### src/rtl/i2c_seq_pkg.sv
package i2c_seq_pkg;

    typedef enum logic [3:0] {
        S_IDLE,
        S_SA_ISS,  S_SA_WT,
        S_RA_ISS,  S_RA_WT,
        S_WD_ISS,  S_WD_WT,
        S_RS_ISS,  S_RS_WT,
        S_RX_ISS,  S_RX_WT,
        S_AB_ISS,  S_AB_WT,
        S_FIN_OK,  S_FIN_ERR
    } seq_state_e;

    typedef enum logic [1:0] {
        ACT_NONE = 2'b00,
        ACT_SEND = 2'b01,
        ACT_RECV = 2'b10
    } seq_act_e;

    typedef enum logic [2:0] {
        SRC_ZERO,
        SRC_SADDR_WR,
        SRC_SADDR_RD,
        SRC_REG,
        SRC_WDATA
    } byte_src_e;

    typedef struct packed {
        seq_act_e  act;
        logic      start;
        logic      stop;
        logic      mnack;
        logic      issue;
        byte_src_e src;
    } step_attr_t;

endpackage

### src/rtl/i2c_seq_fsm.sv
module i2c_seq_fsm
    import i2c_seq_pkg::*;
(
    input  logic       clk,
    input  logic       rst_n,
    input  logic       req_i,
    input  logic       rnw_q,
    input  logic       cmd_done_i,
    input  logic       cmd_nack_i,
    output seq_state_e state_o,
    output logic       accept_o,
    output logic       capture_o
);

    seq_state_e state_q, state_d;

    always_ff @(posedge clk or negedge rst_n) begin
        if (!rst_n) state_q <= S_IDLE;
        else        state_q <= state_d;
    end

    always_comb begin
        state_d = state_q;
        unique case (state_q)
            S_IDLE:    if (req_i) state_d = S_SA_ISS;
            S_SA_ISS:  state_d = S_SA_WT;
            S_SA_WT:   if (cmd_done_i) state_d = cmd_nack_i ? S_AB_ISS : S_RA_ISS;
            S_RA_ISS:  state_d = S_RA_WT;
            S_RA_WT:   if (cmd_done_i) state_d = cmd_nack_i ? S_AB_ISS
                                               : (rnw_q ? S_RS_ISS : S_WD_ISS);
            S_WD_ISS:  state_d = S_WD_WT;
            S_WD_WT:   if (cmd_done_i) state_d = cmd_nack_i ? S_AB_ISS : S_FIN_OK;
            S_RS_ISS:  state_d = S_RS_WT;
            S_RS_WT:   if (cmd_done_i) state_d = cmd_nack_i ? S_AB_ISS : S_RX_ISS;
            S_RX_ISS:  state_d = S_RX_WT;
            S_RX_WT:   if (cmd_done_i) state_d = S_FIN_OK;
            S_AB_ISS:  state_d = S_AB_WT;
            S_AB_WT:   if (cmd_done_i) state_d = S_FIN_ERR;
            S_FIN_OK:  state_d = S_IDLE;
            S_FIN_ERR: state_d = S_IDLE;
            default:   state_d = S_IDLE;
        endcase
    end

    assign state_o   = state_q;
    assign accept_o  = (state_q == S_IDLE) && req_i;
    assign capture_o = (state_q == S_RX_WT) && cmd_done_i;

endmodule

### src/rtl/i2c_seq_decode.sv
module i2c_seq_decode
    import i2c_seq_pkg::*;
(
    input  seq_state_e state_i,
    output step_attr_t attr_o,
    output logic       busy_o,
    output logic       done_o,
    output logic       err_o
);

    always_comb begin
        attr_o = '{act: ACT_NONE, start: 1'b0, stop: 1'b0, mnack: 1'b0,
                   issue: 1'b0, src: SRC_ZERO};
        unique case (state_i)
            S_SA_ISS, S_SA_WT: begin
                attr_o.act   = ACT_SEND;
                attr_o.start = 1'b1;
                attr_o.src   = SRC_SADDR_WR;
            end
            S_RA_ISS, S_RA_WT: begin
                attr_o.act = ACT_SEND;
                attr_o.src = SRC_REG;
            end
            S_WD_ISS, S_WD_WT: begin
                attr_o.act  = ACT_SEND;
                attr_o.stop = 1'b1;
                attr_o.src  = SRC_WDATA;
            end
            S_RS_ISS, S_RS_WT: begin
                attr_o.act   = ACT_SEND;
                attr_o.start = 1'b1;
                attr_o.src   = SRC_SADDR_RD;
            end
            S_RX_ISS, S_RX_WT: begin
                attr_o.act   = ACT_RECV;
                attr_o.stop  = 1'b1;
                attr_o.mnack = 1'b1;
            end
            S_AB_ISS, S_AB_WT: begin
                attr_o.stop = 1'b1;
            end
            S_IDLE, S_FIN_OK, S_FIN_ERR: ;
            default: ;
        endcase
        attr_o.issue = (state_i == S_SA_ISS) || (state_i == S_RA_ISS) ||
                       (state_i == S_WD_ISS) || (state_i == S_RS_ISS) ||
                       (state_i == S_RX_ISS) || (state_i == S_AB_ISS);
    end

    assign busy_o = (state_i != S_IDLE);
    assign done_o = (state_i == S_FIN_OK) || (state_i == S_FIN_ERR);
    assign err_o  = (state_i == S_FIN_ERR);

endmodule

### src/rtl/i2c_seq_operands.sv
module i2c_seq_operands
    import i2c_seq_pkg::*;
#(
    parameter int SADDR_W = 7,
    localparam int BYTE_W = SADDR_W + 1
) (
    input  logic              clk,
    input  logic              rst_n,
    input  logic              accept_i,
    input  logic              capture_i,
    input  logic              rnw_i,
    input  logic [SADDR_W-1:0] slv_addr_i,
    input  logic [BYTE_W-1:0] reg_addr_i,
    input  logic [BYTE_W-1:0] wr_data_i,
    input  logic [BYTE_W-1:0] rx_byte_i,
    input  byte_src_e         src_i,
    output logic              rnw_q,
    output logic [BYTE_W-1:0] cmd_byte_o,
    output logic [BYTE_W-1:0] rd_data_o
);

    logic [SADDR_W-1:0] slv_q;
    logic [BYTE_W-1:0]  reg_q, wd_q, rd_q;

    always_ff @(posedge clk or negedge rst_n) begin
        if (!rst_n) begin
            rnw_q <= 1'b0;
            slv_q <= '0;
            reg_q <= '0;
            wd_q  <= '0;
        end else if (accept_i) begin
            rnw_q <= rnw_i;
            slv_q <= slv_addr_i;
            reg_q <= reg_addr_i;
            wd_q  <= wr_data_i;
        end
    end

    always_ff @(posedge clk or negedge rst_n) begin
        if (!rst_n)         rd_q <= '0;
        else if (capture_i) rd_q <= rx_byte_i;
    end

    always_comb begin
        unique case (src_i)
            SRC_SADDR_WR: cmd_byte_o = {slv_q, 1'b0};
            SRC_SADDR_RD: cmd_byte_o = {slv_q, 1'b1};
            SRC_REG:      cmd_byte_o = reg_q;
            SRC_WDATA:    cmd_byte_o = wd_q;
            default:      cmd_byte_o = '0;
        endcase
    end

    assign rd_data_o = rd_q;

endmodule

### src/rtl/i2c_reg_seq.sv
module i2c_reg_seq
    import i2c_seq_pkg::*;
#(
    parameter int SADDR_W = 7,
    localparam int BYTE_W = SADDR_W + 1
) (
    input  logic               clk,
    input  logic               rst_n,
    input  logic               req_i,
    input  logic               rnw_i,
    input  logic [SADDR_W-1:0] slv_addr_i,
    input  logic [BYTE_W-1:0]  reg_addr_i,
    input  logic [BYTE_W-1:0]  wr_data_i,
    output logic               done_o,
    output logic               err_o,
    output logic               busy_o,
    output logic [BYTE_W-1:0]  rd_data_o,
    output logic               cmd_vld_o,
    output logic [1:0]         cmd_act_o,
    output logic               cmd_start_o,
    output logic               cmd_stop_o,
    output logic               cmd_mnack_o,
    output logic [BYTE_W-1:0]  cmd_data_o,
    input  logic               cmd_done_i,
    input  logic               cmd_nack_i,
    input  logic [BYTE_W-1:0]  cmd_rd_data_i
);

    seq_state_e state;
    step_attr_t attr;
    logic       accept, capture, rnw_q;

    i2c_seq_fsm u_fsm (
        .clk       (clk),
        .rst_n     (rst_n),
        .req_i     (req_i),
        .rnw_q     (rnw_q),
        .cmd_done_i(cmd_done_i),
        .cmd_nack_i(cmd_nack_i),
        .state_o   (state),
        .accept_o  (accept),
        .capture_o (capture)
    );

    i2c_seq_decode u_dec (
        .state_i(state),
        .attr_o (attr),
        .busy_o (busy_o),
        .done_o (done_o),
        .err_o  (err_o)
    );

    i2c_seq_operands #(.SADDR_W(SADDR_W)) u_ops (
        .clk       (clk),
        .rst_n     (rst_n),
        .accept_i  (accept),
        .capture_i (capture),
        .rnw_i     (rnw_i),
        .slv_addr_i(slv_addr_i),
        .reg_addr_i(reg_addr_i),
        .wr_data_i (wr_data_i),
        .rx_byte_i (cmd_rd_data_i),
        .src_i     (attr.src),
        .rnw_q     (rnw_q),
        .cmd_byte_o(cmd_data_o),
        .rd_data_o (rd_data_o)
    );

    assign cmd_vld_o   = attr.issue;
    assign cmd_act_o   = attr.act;
    assign cmd_start_o = attr.start;
    assign cmd_stop_o  = attr.stop;
    assign cmd_mnack_o = attr.mnack;

endmodule

### config.mk
export PLATFORM = sky130hd
export DESIGN_NAME = i2c_reg_seq
export DESIGN_NICKNAME = d
export VERILOG_FILES = /design/src/rtl/i2c_seq_pkg.sv /design/src/rtl/i2c_seq_fsm.sv /design/src/rtl/i2c_seq_decode.sv /design/src/rtl/i2c_seq_operands.sv /design/src/rtl/i2c_reg_seq.sv
export SDC_FILE = /design/constraint.sdc
export NUM_CORES = 1
export LEC_CHECK = 0
export BUFFER_PORTS_ARGS = -buffer_cell sky130_fd_sc_hd__buf_2
export CAP_MARGIN = 10
export CORE_MARGIN = 8
export CORE_UTILIZATION = 30
export DETAILED_ROUTE_END_ITERATION = 12
export PLACE_DENSITY = 0.6
export SYNTH_ARGS = -nofsm -noshare
export SYNTH_HDL_FRONTEND = slang
export SYNTH_HIERARCHICAL = 1
export SYNTH_SLANG_ARGS = --single-unit
### constraint.sdc
create_clock -name clk -period 2.7 [get_ports clk]
set_clock_uncertainty 0.05 [all_clocks]
set_input_delay 0.27 -clock clk [delete_from_list [all_inputs] [get_ports clk]]
set_output_delay 0.27 -clock clk [all_outputs]
set_load 0.1 [all_outputs]
# ---- Yosys cells after proc, flatten, opt, wreduce, memory -nomap -nowiden
# Cells that the tools add are included.
dict set report totals {
  output_inout_bits 25
  input_bits 37
  register_bits 36
  elab_cells 69
}
dict set report op_classes {
  n_reduce_logical 19
  muxes 19
  n_eq_ne 25
}
# cell n
set ops {}
lappend ops {{$pmux 4 s13} 1}
lappend ops {{$mux 4} 9}
lappend ops {{$pmux 8 s4} 1}
lappend ops {{$eq 4x4->1 const B} 7}
lappend ops {{$eq 4x3->1 const B} 4}
lappend ops {{$ne 2x2->1 const B} 7}
lappend ops {{$pmux 3 s4} 1}
lappend ops {{$reduce_or 2->1} 5}
lappend ops {{$eq 4x2->1 const B} 2}
lappend ops {{$reduce_or 8->1} 1}
lappend ops {{$reduce_and 7->1} 1}
lappend ops {{$eq 3x2->1 const B} 2}
lappend ops {{$logic_or 1x1->1} 6}
lappend ops {{$reduce_or 6->1} 1}
lappend ops {{$eq 4x1->1 const B} 1}
lappend ops {{$logic_not 4->1} 1}
lappend ops {{$mux 2} 2}
lappend ops {{$pmux 2 s2} 1}
lappend ops {{$reduce_bool 4->1} 1}
lappend ops {{$reduce_or 4->1} 1}
lappend ops {{$eq 3x1->1 const B} 1}
lappend ops {{$eq 3x3->1 const B} 1}
lappend ops {{$mux 1} 3}
lappend ops {{$mux 3} 1}
lappend ops {{$logic_and 1x1->1} 2}

# ---- Depth between registers and ports, before layout
dict set report depth {
  ltp_word 6
  depth_mapped 7
}

# ---- Cells and area by module
# Netlist, hierarchy kept.
# module cells_per_inst area_each_um2 n_inst
set modules_own_cells {}
lappend modules_own_cells {i2c_seq_operands 105 1540.2 1}
lappend modules_own_cells {i2c_seq_fsm 40 312.8 1}
lappend modules_own_cells {i2c_seq_decode 33 229.0 1}

# ---- Least setup slack after synthesis
# OpenSTA, ideal clock, no wires.
dict set report synth_path {
  kind {flip-flop to output port}
  start {reg u_fsm.state_q[1] (netlist: u_fsm/state_o[1])}
  end {out cmd_data_o[2]}
  path_slack_ps -559
  arrival_ps 2939
  path_buffers 2
  path_stages_with_launch 8
  cell_sequence {dfrtp_1 > buf_2 > nor2_1 > nor2b_1 > nor3_1 > buf_6 > nand2b_4 > o211ai_1}
}
# element line_no
set synth_rtl {}
lappend synth_rtl {{start, declared} i2c_seq_fsm.sv:15} ;# seq_state_e state_q, state_d;
lappend synth_rtl {{start signal, assigned} i2c_seq_fsm.sv:19} ;# else state_q <= state_d;
lappend synth_rtl {{end, declared} i2c_reg_seq.sv:23} ;# output logic [BYTE_W-1:0] cmd_data_o,

==> results by stage <==
Status:
- The run finished with clean final reports.

Job:
- Across the run, the number of max-cap violations was 0.

Finish:
- The most frequent standard cell in the layout excluding fill and tap cells is sky130_fd_sc_hd__buf_2.
- The utilization after layout is 41.22%.
- 0 antenna diodes ended up in the layout.
- The area occupied by multi-input gates is 0.001119 mm².
- In the layout the commonest cells are 53 x sky130_fd_sc_hd__buf_2, 34 x sky130_fd_sc_hd__dfrtp_1, 32 x sky130_fd_sc_hd__mux2_2.
- In the final layout, the share of cells above drive strength 1 is about half.
- The filler cell count in the final layout is roughly 660.
- The number of nets in the finished design is ~290.
- Compared with the post-synthesis result, the final layout area differs by 33.77%.
- Summing all flip-flop and latch instances after layout gives ~910 µm².

Global routing:
- The first global-routing pass estimated roughly 8200 µm of wire.
- The via count of the first global-routing pass is between 1500 and 2000.
- The met2 capacity usage during global routing is 17.10%.
- Global routing used under 10% of the available met3 tracks.
- The number of antenna violations at the first check in global routing is 0.
- In the global route stage, overall resource usage came out at about 10%.
- The pin count of the biggest net entering global routing is 37.
- The global-route layer with the greatest usage is met2.
- In the global route stage, met1 resource usage came out at between 10% and 20%.
- The overall overflow remaining after global route is 0.

Detailed routing:
- The ratio of routed vias to standard cells is 5.085.
- For this run, design rule violations remaining after detail routing come to 0.
- The post-detailed-route wirelength per cell is approximately 16 µm.
- The number of nets still failing antenna checks after routing is 0.
- The number of vias after detailed routing is 1673.
- The detailed router's first-iteration violation count is between 40 and 50.
- The number of search-and-repair iterations in the first detailed-routing pass is 4.
- The routed design has roughly 5300 µm of wire.

STA:
- The final critical path time including I/O delays and setup is around 2600 ps.
- The max-slew violation count is 0.
- Setup violations remaining at the end of the flow were counted as 0.
- The number of hold violations in the final report is 0.
- Headroom to the max-slew limit came out at a little under half.
- Setup repair after global routing left no endpoint under its margin.
- The actual transition at the worst max-transition pin is between 800 and 900 ps.
- Of the available clock period, the critical path in the final layout requires between 90 and 100%.
- The setup TNS is 0 ps.
- Timing would allow up to between 300 and 400 MHz.

Clock network:
- After clock tree synthesis, the clock-pin slew on the worst setup and hold paths is roughly 80 ps.
- The number of hold-repair buffers added at the cts stage is 0.
- TritonCTS created 5 clock buffers.
- Counting every sink on the clock net gives 36.
- The clock passes through at most 2 buffers.
- The later pin in the worst-skew pair is clocked with a latency of slightly below 300 ps.
- The number of levels in the clock H-tree is 2.
- The clock tree from TritonCTS is yes.
- CTS placed an instance of sky130_fd_sc_hd__clkbuf_8 at the clock tree root.

Yosys:
- After synthesis, the largest family of logic cells by area is multiplexers.
- The biggest area contributor in the post-synthesis netlist is sky130_fd_sc_hd__dfrtp_1.
- Counting flops with a built-in enable in the synthesized netlist gives 0.
- The count of unique library cells instantiated by Yosys is 35.
- The share of the synthesized area in the top cell type is between 40 and 50%.
- In this run the mean area of a mapped cell was around 12 µm².
- Of the post-synthesis cell area, the part taken by muxes is a little over a fifth.
- The Yosys step of the flow raised 6 warnings.
- The prevailing post-synth register cell is sky130_fd_sc_hd__dfrtp_1.
- The simple-gate share of the synthesized area is about a fifth.
- By area the synthesized netlist is led by sky130_fd_sc_hd__dfrtp_1 43%, sky130_fd_sc_hd__mux2_2 17%, sky130_fd_sc_hd__nand4bb_1 8.1%.
- The net count of the mapped netlist is 215.
- The adder and majority cell fraction of the synthesized area is 0%.
- After synthesis, the share of flip-flops with an asynchronous set or reset is 100.0%.
- The post-synthesis compound-gate area fraction is 8.113%.
- Summing every instance area after synthesis gives 0.002082 mm².
- After synthesis the netlist holds a flip-flop and latch count of 36.
- The share of the Yosys chip area taken by registers is a little over two fifths.
- Of the total synthesized cell area, the portion taken by XOR and XNOR cells is 2.103%.
- Synthesis handed over a netlist of around 180 instances.

Setup path:
- For this run, the slowest stage of the critical path takes around 530 ps.
- The library cell contributing the largest single delay on the critical path is sky130_fd_sc_hd__dfrtp_4.
- The maximum fanout along the worst path is 8.
- The startpoint class of the critical path is a flip-flop.
- The element type at the critical path end is an output port.
- The setup path with the least slack is of type reg -> out.
- The data required time of the worst path is approximately 2400 ps.
- The data arrival time of the critical path is 2250 ps.
- Walking the worst path, the cells encountered are nand2b_4 > a211o_1 > o21ai_4 > buf_6 > mux2i_1 > o211ai_1 > buf_12.

Place:
- The placed wire-length estimate is approximately 3600 µm.
- The number of input and output port buffers inserted is 61.
- The global placer's final weighted congestion is 0.7047.

Floorplan:
- The full die area is approximately 0.01 mm².
- The floorplan row count is 30.
- The chip width is roughly 100 µm.
- The floorplan step defined a core boundary enclosing 0.006756 mm².
- The height of the die is 99.31 µm.
- Once the floorplan was initialized, standard cells occupied a little under a third of the core.
- The number of placed I/O pins is 62.

Min path:
- The worst min-delay path class is in -> async.
## Yosys cell counts, drive strengths merged, types with 4 or more instances
master / n
a21oi: 4
buf: 14
dfrtp: 36
mux2: 32
mux2i: 8
nand2: 5
nand2b: 5
nand4bb: 15
nor2: 8
nor2b: 4
nor3: 5
o211ai: 7
o21ai: 10
xnor2: 5
## per-layer routing
layer / routed length [µm] / up-vias / part of all wire (%)
li1: - / 799 / -
met1: 2317 / 821 / 44
met2: 2566 / 45 / 49
met3: 277 / 8 / 5.3
met4: 103 / 0 / 2.0
met5: 0 / - / 0
## path summary, 6_finish.rpt
check,from,endpoint,slack [ps],depth (start not counted)
hold reg to reg,u_ops/rd_data_o[7],u_ops/rd_data_o[7],450,1
min in group clk,reg_addr_i[6],u_ops/reg_q[6],160,2
setup reg to reg,u_fsm/state_o[2],u_ops/slv_q[6],820,5
hold / removal,rst_n,u_ops/reg_q[0],30,1
setup / recovery,u_fsm/state_o[2],cmd_data_o[6],130,7
max in group asynchronous,rst_n,u_fsm/state_o[2],1980,1
## flip-flops by register name, summed over array words and instances (netlist names)
register,count
u_ops/rd_data_o,8
u_ops/reg_q,8
u_ops/wd_q,8
u_ops/slv_q,7
u_fsm/state_o,4
u_ops/rnw_q,1
## critical path, delay by kind of cell, from the launching register on
family	cells	cell delay [ps]
compound gates	3	770
flops	1	530
buf+inv	2	410
simple gates	1	170
mux	1	80
## metrics by stage
stage | setup slack, ps | instances | cell area (µm²) | hold slack, ps
after floorplan | -417.7 | 178 | 2110 | -75.59
after global placement | 310.9 | 313 | 2597 | 379.2
after detailed placement | 233.4 | 313 | 2597 | 375.4
after CTS | 42.47 | 321 | 2716 | 56.75
after global routing | 20.41 | 329 | 2785 | 92.04
final | 130.1 | 329 | 2785 | 25.05
## logic make-up (layout without fill, tap and decap cells)
family,after synthesis,count (layout)
XOR/XNOR,5,5
flip-flops,36,36
AO/OA/AOI/OAI,26,27
AND/OR/NAND/NOR,55,55
buffers and inverters,16,86
multiplexers,40,40
## repair_timing
item                                    CTS  global route
pin swaps                                 0             4
endpoints found under the setup margin    5             5
gates cloned                              0             1
endpoints found under the hold margin     0             0
buffers inserted                          0             7
resized for setup                         1             4
## area by class of cell
cell class,count,area share (%)
Timing Repair Buffer,76,19.45
Inverter,2,0.2695
Tap cell,80,3.594
Sequential cell,36,32.52
Clock buffer,5,2.471
Multi-Input combinational cell,127,40.16
Clock inverter,3,1.527
Power is not shown: default switching activity piles up to over one toggle a cycle in this logic, so the estimate is an artifact.
